$ cat src/rtl/fra_pkg.sv
package fra_pkg;
    typedef enum logic [2:0] {
        ACT_FETCH    = 3'd0,
        ACT_STALL    = 3'd1,
        ACT_EX_REDIR = 3'd2,
        ACT_DC_APPLY = 3'd3,
        ACT_DC_DROP  = 3'd4
    } fra_act_e;
endpackage

$ cat src/rtl/fra_next_pc.sv
module fra_next_pc #(
    parameter int ADDR_W      = 32,
    parameter int INSTR_BYTES = 4
) (
    input  logic [ADDR_W-1:0] cur_pc,
    input  logic              hit,
    input  logic [ADDR_W-1:0] target,
    output logic [ADDR_W-1:0] next_pc
);
    localparam logic [ADDR_W-1:0] STEP = ADDR_W'(INSTR_BYTES);

    always_comb begin
        next_pc = hit ? target : cur_pc + STEP;
    end
endmodule

$ cat src/rtl/fra_decider.sv
module fra_decider
    import fra_pkg::*;
(
    input  logic     ex_redirect,
    input  logic     dc_valid,
    input  logic     dc_match,
    input  logic     fp_ready,
    output fra_act_e act
);
    always_comb begin
        if (ex_redirect)     act = ACT_EX_REDIR;
        else if (dc_valid)   act = dc_match ? ACT_DC_APPLY : ACT_DC_DROP;
        else if (fp_ready)   act = ACT_FETCH;
        else                 act = ACT_STALL;
    end
endmodule

$ cat src/rtl/fetch_redirect_arb.sv
module fetch_redirect_arb
    import fra_pkg::*;
#(
    parameter int               ADDR_W      = 32,
    parameter int               INSTR_BYTES = 4,
    parameter logic [31:0]      RESET_PC    = 32'h0000_1000
) (
    input  logic              clk,
    input  logic              rst_n,
    input  logic              ex_valid,
    output logic              ex_ready,
    input  logic [ADDR_W-1:0] ex_pc,
    input  logic [ADDR_W-1:0] ex_next_pc,
    input  logic              ex_taken,
    input  logic              ex_mispredict,
    input  logic              dc_valid,
    output logic              dc_ready,
    input  logic              dc_ex_epoch,
    input  logic [ADDR_W-1:0] dc_target,
    output logic [ADDR_W-1:0] pred_pc,
    input  logic              pred_hit,
    input  logic [ADDR_W-1:0] pred_target,
    output logic              trn_valid,
    output logic [ADDR_W-1:0] trn_pc,
    output logic [ADDR_W-1:0] trn_target,
    output logic              trn_taken,
    output logic              trn_mispredict,
    output logic              fp_valid,
    input  logic              fp_ready,
    output logic [ADDR_W-1:0] fp_pc,
    output logic [ADDR_W-1:0] fp_ppc,
    output logic              fp_ex_epoch,
    output logic              fp_dc_epoch
);
    localparam logic [ADDR_W-1:0] PC_INIT = ADDR_W'(RESET_PC);

    logic [ADDR_W-1:0] pc_q;
    logic              ex_ep_q;
    logic              dc_ep_q;
    logic [ADDR_W-1:0] ppc;
    logic              ex_redirect;
    fra_act_e          act;

    assign ex_redirect = ex_valid && ex_mispredict;

    fra_next_pc #(.ADDR_W(ADDR_W), .INSTR_BYTES(INSTR_BYTES)) u_npc (
        .cur_pc (pc_q),
        .hit    (pred_hit),
        .target (pred_target),
        .next_pc(ppc)
    );

    fra_decider u_dec (
        .ex_redirect(ex_redirect),
        .dc_valid   (dc_valid),
        .dc_match   (dc_ex_epoch == ex_ep_q),
        .fp_ready   (fp_ready),
        .act        (act)
    );

    // State register: one transition per action
    always_ff @(posedge clk) begin
        if (!rst_n) begin
            pc_q    <= PC_INIT;
            ex_ep_q <= 1'b0;
            dc_ep_q <= 1'b0;
        end else begin
            unique case (act)
                ACT_EX_REDIR: begin
                    pc_q    <= ex_next_pc;
                    ex_ep_q <= ~ex_ep_q;
                end
                ACT_DC_APPLY: begin
                    pc_q    <= dc_target;
                    dc_ep_q <= ~dc_ep_q;
                end
                ACT_FETCH:    pc_q <= ppc;
                ACT_DC_DROP,
                ACT_STALL:    ;
                default:      ;
            endcase
        end
    end

    // Outputs decoded from the action
    always_comb begin
        fp_valid = 1'b0;
        dc_ready = 1'b0;
        unique case (act)
            ACT_EX_REDIR: ;
            ACT_DC_APPLY,
            ACT_DC_DROP:  dc_ready = 1'b1;
            ACT_FETCH,
            ACT_STALL:    fp_valid = 1'b1;
            default:      ;
        endcase
    end

    assign ex_ready       = 1'b1;
    assign trn_valid      = ex_valid;
    assign trn_pc         = ex_pc;
    assign trn_target     = ex_next_pc;
    assign trn_taken      = ex_taken;
    assign trn_mispredict = ex_mispredict;
    assign pred_pc        = pc_q;
    assign fp_pc          = pc_q;
    assign fp_ppc         = ppc;
    assign fp_ex_epoch    = ex_ep_q;
    assign fp_dc_epoch    = dc_ep_q;
endmodule

$ cat config.mk
export PLATFORM = sky130hd
export DESIGN_NAME = fetch_redirect_arb
export DESIGN_NICKNAME = d
export VERILOG_FILES = /design/src/rtl/fra_pkg.sv /design/src/rtl/fra_next_pc.sv /design/src/rtl/fra_decider.sv /design/src/rtl/fetch_redirect_arb.sv
export SDC_FILE = /design/constraint.sdc
export NUM_CORES = 1
export LEC_CHECK = 0
export ABC_AREA = 1
export BUFFER_PORTS_ARGS = -buffer_cell sky130_fd_sc_hd__buf_2
export CAP_MARGIN = 40
export CORE_AREA = 3 3 116 118
export CTS_CLUSTER_DIAMETER = 120
export DETAILED_ROUTE_END_ITERATION = 6
export DIE_AREA = 0 0 119 121
export PLACE_DENSITY = 0.7
export SLEW_MARGIN = 20
export SYNTH_ARGS = -nofsm -noshare
export SYNTH_HDL_FRONTEND = slang
export SYNTH_SLANG_ARGS = --single-unit
$ cat constraint.sdc
create_clock -name clk -period 2.8 [get_ports clk]
set_input_delay 0.56 -clock clk [delete_from_list [all_inputs] [get_ports clk]]
set_output_delay 0.56 -clock clk [all_outputs]
set_load 0.005 [all_outputs]
==> results of run 1 <==
==> synth_stat cells (2+ instances only) <==
| cell | count |
|---|---|
| sky130_fd_sc_hd__nand2_1 | 180 |
| sky130_fd_sc_hd__buf_4 | 102 |
| sky130_fd_sc_hd__a21oi_1 | 50 |
| sky130_fd_sc_hd__nand3_1 | 40 |
| sky130_fd_sc_hd__nor2_1 | 40 |
| sky130_fd_sc_hd__o21ai_0 | 37 |
| sky130_fd_sc_hd__dfxtp_1 | 34 |
| sky130_fd_sc_hd__inv_1 | 21 |
| sky130_fd_sc_hd__or2_2 | 17 |
| sky130_fd_sc_hd__buf_2 | 13 |
| sky130_fd_sc_hd__nand2_2 | 12 |
| sky130_fd_sc_hd__and2_1 | 10 |
| sky130_fd_sc_hd__nand3b_1 | 8 |
| sky130_fd_sc_hd__clkbuf_1 | 6 |
| sky130_fd_sc_hd__inv_2 | 6 |
| sky130_fd_sc_hd__nor2_2 | 5 |
| sky130_fd_sc_hd__xnor2_1 | 5 |
| sky130_fd_sc_hd__a21boi_0 | 4 |
| sky130_fd_sc_hd__a21oi_2 | 4 |
| sky130_fd_sc_hd__a41oi_1 | 4 |
| sky130_fd_sc_hd__nand3_2 | 4 |
| sky130_fd_sc_hd__o21a_1 | 4 |
| sky130_fd_sc_hd__xor2_1 | 4 |
| sky130_fd_sc_hd__a21boi_1 | 3 |
| sky130_fd_sc_hd__a31oi_1 | 3 |
| sky130_fd_sc_hd__buf_6 | 3 |
| sky130_fd_sc_hd__nor2_4 | 3 |
| sky130_fd_sc_hd__nand2_4 | 2 |
| sky130_fd_sc_hd__o211ai_1 | 2 |
| sky130_fd_sc_hd__o21ai_2 | 2 |
| sky130_fd_sc_hd__or2_1 | 2 |
==> layout make-up <==
cell class | instances | area share [%]
multi-input cells | 450 | 48.1
repair buffers | 246 | 27.2
flip-flops and latches | 34 | 14.6
well taps | 172 | 4.63
clock buffers | 6 | 2.99
inverters | 29 | 2.37
==> per-layer routing <==
| metal | vias to the layer above | GRT usage (%) | part of all wire [%] |
|---|---|---|---|
| met3 | 24 | 2.94 | 7.0 |
| met5 | - | 0 | 0 |
| li1 | 2214 | - | - |
| met4 | 0 | 5.65 | 2.0 |
| met1 | 1920 | 22.7 | 41 |
| met2 | 192 | 33.2 | 50 |
==> worst max path at each step <==
| stage | to | slack [ns] |
|---|---|---|
| 2_1_floorplan | fp_ppc[30] | 0.84 |
| 3_3_place_gp | fp_ppc[12] | 0.46 |
| 3_5_place_dp | fp_ppc[12] | 0.41 |
| 4_1_cts | fp_ppc[12] | 0.09 |
| 5_1_grt | fp_ppc[12] | 0.02 |
| 6_report | fp_ppc[12] | 0.20 |
==> sequential cells by signal, indices dropped and copies added (netlist names) <==
signal / count
fp_dc_epoch: 1
fp_pc: 32
fp_ex_epoch: 1
==> logic make-up after synthesis <==
| logic type | after synthesis |
|---|---|
| fa+ha+maj | 1 |
| xor+xnor | 9 |
| flops | 34 |
| other cells | 1 |
| compound gates | 114 |
| simple gates | 325 |
| buf+inv | 154 |
==> per-stage QoR <==
stage          util, %  std cells  setup WS (ns)  hold WS [ns]  total power [mW]
2_1_floorplan        -        638          0.839         0.446              1.13
3_3_place_gp      35.9        931          0.457         0.441              1.35
3_5_place_dp      35.9        931          0.408         0.440              1.35
4_1_cts           37.0        937         0.0939         0.459              1.93
5_1_grt           37.0        937         0.0161         0.501              2.04
6_report          37.0        937          0.201         0.463              1.89
==> power by group <==
group / internal, mW / switching, mW
Combinational: 0.317 / 0.369
Clock: 0.344 / 0.218
Sequential: 0.541 / 0.102
Total: 1.20 / 0.690
==> impl_metrics.tcl, run 1 <==
set metrics [dict create \
    cts_root_buffer "sky130_fd_sc_hd__clkbuf_16" \
    hold_path_class "reg2reg" \
    num_antenna_cells 0 \
    drcViolationCount 0 \
    synth.yosys.seq_area_share_pct 17.4 \
    cts_inserted_buffers 5 \
    timing.critical_path.slowest_cell_delay_ns 0.41 \
    synth.top_cells.by_area "sky130_fd_sc_hd__buf_4 20%, sky130_fd_sc_hd__dfxtp_1 17%, sky130_fd_sc_hd__nand2_1 17%" \
    drt-vias-per-instance 4.64 \
    synth_top_cell_area_share_pct 19.5 \
    fraction_of_synthesis_flops_using_an_asynchronous_set_or_reset_pin_pct 0 \
    netlist_instances 638 \
    design.die.area_um2 14400 \
    post_cts.repair.setup_buffers 0 \
    global_route.overflow_total 0 \
    proportion_of_layout_cells_with_a_drive_suffix_above_1_pct 40.7 \
    clkTransAtPathRegs_ns 0.06 \
    cp_num_cells 7 \
    max_clock_freq_mhz 385 \
    drt_wl_total_um 13900 \
    outcome "finished clean" \
    cts-root-to-sink-buffers 2 \
    critical_path_arrival_ns 2.04 \
    mostFrequentLayoutCell "sky130_fd_sc_hd__buf_2" \
    worst_hold_path.num_cells 1 \
    grt_use_total_pct 18.5 \
    fin_crit_sh_pct 92.8 \
    timing.critical_path.cells "ha_2 > nand3_1 > nor2_2 > nand2_2 > xor2_1 > a21boi_0 > buf_2" \
    routabilityCongestion 0.905 \
    worst_ir_drop_vdd_mv 0.210 \
    clkLatencyLatePin_ns 0.28 \
    slew_violations 0 \
    synth_compound_gate_area_share_pct 16.4 \
    cell_count_of_the_worst_reg_to_reg_path 10 \
    area_growth_pct 18.7 \
    final.setup.tns_ns 0 \
    initial_utilization_pct 31.2 \
    synth.largest_area_cell "sky130_fd_sc_hd__buf_4" \
    ctsHtreeMaxLevel 2 \
    n_fill_cell 1408 \
    ff2ff_setup_slack_ns 0.90 \
    final_area_um2 4650 \
    die_h_um 121 \
    yosys_warnings 0 \
    ctsHoldBuffers 0 \
    grt_setup_unrepaired "false" \
    worst_r2r_start "fp_pc[3]$_SDFFE_PN0P_" \
    grt_first_pass_wirelength_um 21400 \
    synth_seq_cells 34 \
    worst-slew-pin-transition_ns 0.652 \
    fp.coreArea_um2 12600 \
    ff_latch_area_um2 681 \
    drtAntennaViolNets 0 \
    instance_area_at_placement_um2 4510 \
    synth_simple_gate_area_share_pct 38.2 \
    synth_fp_nets 776 \
    synth_top_family_by_area "simple AND/OR/NAND/NOR gates" \
    timing.critical_path.from_type "register" \
    end_point_of_the_worst_hold_path "fp_dc_epoch$_SDFFE_PN0N_" \
    first_global_vias 4149 \
    post_synth_num_cell_types 39 \
    timing.slew.headroom_pct 56.5 \
    pwr_density_cell_nw_per_um2 407 \
    adder_cell_share_of_the_synthesized_area_pct 0.319 \
    critical_path.top_delay_family "simple AND/OR/NAND/NOR gates" \
    p_leak_nw 2.30 \
    worstPathMaxFanout 6 \
    maximum_number_of_pins_on_one_net_before_global_route_repair 41 \
    worst_ep_required_time_ns 2.24 \
    floorplan.rows 41 \
    clock_skew_ns 0.00628 \
    area_of_combinational_cells_with_multiple_inputs_um2 2240 \
    min_period_ns 2.60 \
    vias 4350 \
    worstReg2RegEnd "fp_pc[12]$_SDFFE_PN1P_" \
    ioPinCount 305 \
    postCtsResizedCells 0 \
    nets 904 \
    dominantRegCellSynth "sky130_fd_sc_hd__dfxtp_1" \
    synth.mux.area_fraction_pct 0 \
    synth_edf_count 0 \
    crit_type "reg2out" \
    antenna_found_initial 0 \
    synth_xor_xnor_area_share_pct 2.01 \
    cts.sink_count 34 \
    io_buffers 237 \
    report.final.hold_viol_count 0 \
    detail_route.wl_per_cell_um 14.8 \
    min-delay-start "fp_dc_epoch$_SDFFE_PN0N_" \
    detailedPlacementHpwl_um 11000 \
    cap_violations 0 \
    worst-path-buf-inv 1 \
    cts_tree "built" \
    setup_viol 0 \
    critical_path.slowest_cell "sky130_fd_sc_hd__dfxtp_1" \
    syn_area_um2 3920 \
    drtIter0Drc 191 \
    critical_path.endpoint_type "output pin" \
    die-width_um 119 \
    mostFrequentLayoutCells "237 x sky130_fd_sc_hd__buf_2, 180 x sky130_fd_sc_hd__nand2_1, 50 x sky130_fd_sc_hd__a21oi_1" \
    syn_area_per_cell_um2 6.14 \
    drtPass1Iterations 5 \
    critical_path.startpoint "fp_pc[3]$_SDFFE_PN0P_" \
]
Power figures use the tool's default switching activity.
==> inputs of run 2 (changes only) <==
==> constraint.sdc (replaced) <==
create_clock -name clk -period 2.8 [get_ports clk]
set_input_delay 0.56 -clock clk [delete_from_list [all_inputs] [get_ports clk]]
set_output_delay 0.56 -clock clk [all_outputs]
set_load 0.01 [all_outputs]
==> run 2 against run 1 <==
Effect of this change: clock power shrank 4.3%; combinational power is 14% higher; register-to-register slack better by 0.11 ns; critical path type unchanged; critical endpoint is now fp_ppc[18].
==> impl_metrics.tcl, run 2 (synthesized netlist as in run 1, its figures left out) <==
set metrics [dict create \
    outcome "finished clean" \
    area_growth_pct 19.2 \
    drt_wl_total_um 13800 \
    clkTransAtPathRegs_ns 0.06 \
    min_period_ns 2.57 \
    die_h_um 121 \
    cap_violations 0 \
    cts_root_buffer "sky130_fd_sc_hd__clkbuf_16" \
    timing.critical_path.cells "ha_2 > nand2_1 > nor2_2 > nand2_2 > nor2_1 > xor2_1 > a21boi_0 > buf_2" \
    nets 906 \
    post_cts.repair.setup_buffers 0 \
    ctsHoldBuffers 0 \
    num_antenna_cells 0 \
    cts_inserted_buffers 5 \
    detailedPlacementHpwl_um 11000 \
    global_route.overflow_total 0 \
    floorplan.rows 41 \
    grt_use_total_pct 18.2 \
    grt_first_pass_wirelength_um 21000 \
    antenna_found_initial 0 \
    die-width_um 119 \
    critical_path.slowest_cell "sky130_fd_sc_hd__dfxtp_1" \
    pwr_density_cell_nw_per_um2 419 \
    ctsHtreeMaxLevel 2 \
    drtPass1Iterations 6 \
    instance_area_at_placement_um2 4540 \
    postCtsResizedCells 0 \
    final.setup.tns_ns 0 \
    report.final.hold_viol_count 0 \
    vias 4359 \
    worst_ir_drop_vdd_mv 0.212 \
    cts-root-to-sink-buffers 2 \
    hold_path_class "reg2reg" \
    maximum_number_of_pins_on_one_net_before_global_route_repair 41 \
    initial_utilization_pct 31.2 \
    worstPathMaxFanout 6 \
    ioPinCount 305 \
    proportion_of_layout_cells_with_a_drive_suffix_above_1_pct 40.6 \
    critical_path.endpoint_type "output pin" \
    clkLatencyLatePin_ns 0.28 \
    cts.sink_count 34 \
    worst-slew-pin-transition_ns 0.677 \
    final_area_um2 4670 \
    drt-vias-per-instance 4.64 \
    drtAntennaViolNets 0 \
    timing.critical_path.slowest_cell_delay_ns 0.40 \
    mostFrequentLayoutCell "sky130_fd_sc_hd__buf_2" \
    first_global_vias 3985 \
    fp.coreArea_um2 12600 \
    clock_skew_ns 0.00539 \
    setup_viol 0 \
    drtIter0Drc 177 \
    routabilityCongestion 0.859 \
    fin_crit_sh_pct 91.8 \
    area_of_combinational_cells_with_multiple_inputs_um2 2240 \
    cts_tree "built" \
    detail_route.wl_per_cell_um 14.7 \
    stdcell_count 940 \
    timing.critical_path.from_type "register" \
    ff2ff_setup_slack_ns 1.01 \
    crit_type "reg2out" \
    p_leak_nw 2.31 \
    largest_register_ff_count 32 \
    post_place_cells 933 \
    critical_path_arrival_ns 2.01 \
    mostFrequentLayoutCells "237 x sky130_fd_sc_hd__buf_2, 180 x sky130_fd_sc_hd__nand2_1, 50 x sky130_fd_sc_hd__a21oi_1" \
    design.die.area_um2 14400 \
    grt_setup_unrepaired "false" \
    max_clock_freq_mhz 389 \
    io_buffers 237 \
    drcViolationCount 0 \
    worst_ep_required_time_ns 2.24 \
    n_fill_cell 1408 \
    slew_violations 0 \
    ff_latch_area_um2 681 \
    timing.slew.headroom_pct 54.8 \
]
run 2: area by class of cell:
cell class	count	share of cell area [%]
flip-flops and latches	34	14.6
clock buffers	7	2.84
multi-input cells	450	47.9
inverters	29	2.36
repair buffers	248	27.7
well taps	172	4.61
run 2: final timing paths:
| check | startpoint | end | cells after the start |
|---|---|---|---|
| max | fp_pc[3]$_SDFFE_PN0P_ | fp_ppc[18] | 8 |
| min | fp_dc_epoch$_SDFFE_PN0N_ | fp_dc_epoch$_SDFFE_PN0N_ | 1 |
| max reg2reg | fp_pc[3]$_SDFFE_PN0P_ | fp_pc[18]$_SDFFE_PN0P_ | 9 |
| min reg2reg | fp_dc_epoch$_SDFFE_PN0N_ | fp_dc_epoch$_SDFFE_PN0N_ | 1 |
run 2: power breakdown:
group	internal [mW]	leakage (nW)	switching (mW)	total, mW
clock	0.326	0.0640	0.213	0.538
sequential	0.542	0.282	0.0984	0.640
combinational	0.329	1.96	0.452	0.781
run 2: critical path: cells and delay by family, from the launching register on:
kind	cells	cell delay [ns]
compound gates	1	0.10
xor+xnor	1	0.20
fa+ha+maj	1	0.27
buf+inv	1	0.15
flops	1	0.40
simple gates	4	0.60
run 2: metrics by stage:
stage               total power, mW  util, %  hold slack (ns)  setup WS, ns
floorplan                      1.21        -            0.473         0.698
global placement               1.44     36.1            0.441         0.511
detailed placement             1.44     36.1            0.443         0.447
CTS                            1.99     37.1            0.458         0.134
global route                   2.10     37.2            0.489        0.0459
finish                         1.96     37.2            0.462         0.230
run 2: per-layer routing:
metal / global-route usage (%) / wire length, µm / vias to the layer above
li1: - / - / 2218
met1: 22.4 / 5860 / 1940
met2: 32.4 / 6800 / 177
met3: 3.45 / 899 / 24
met4: 5.50 / 280 / 0
met5: 0 / 0 / -
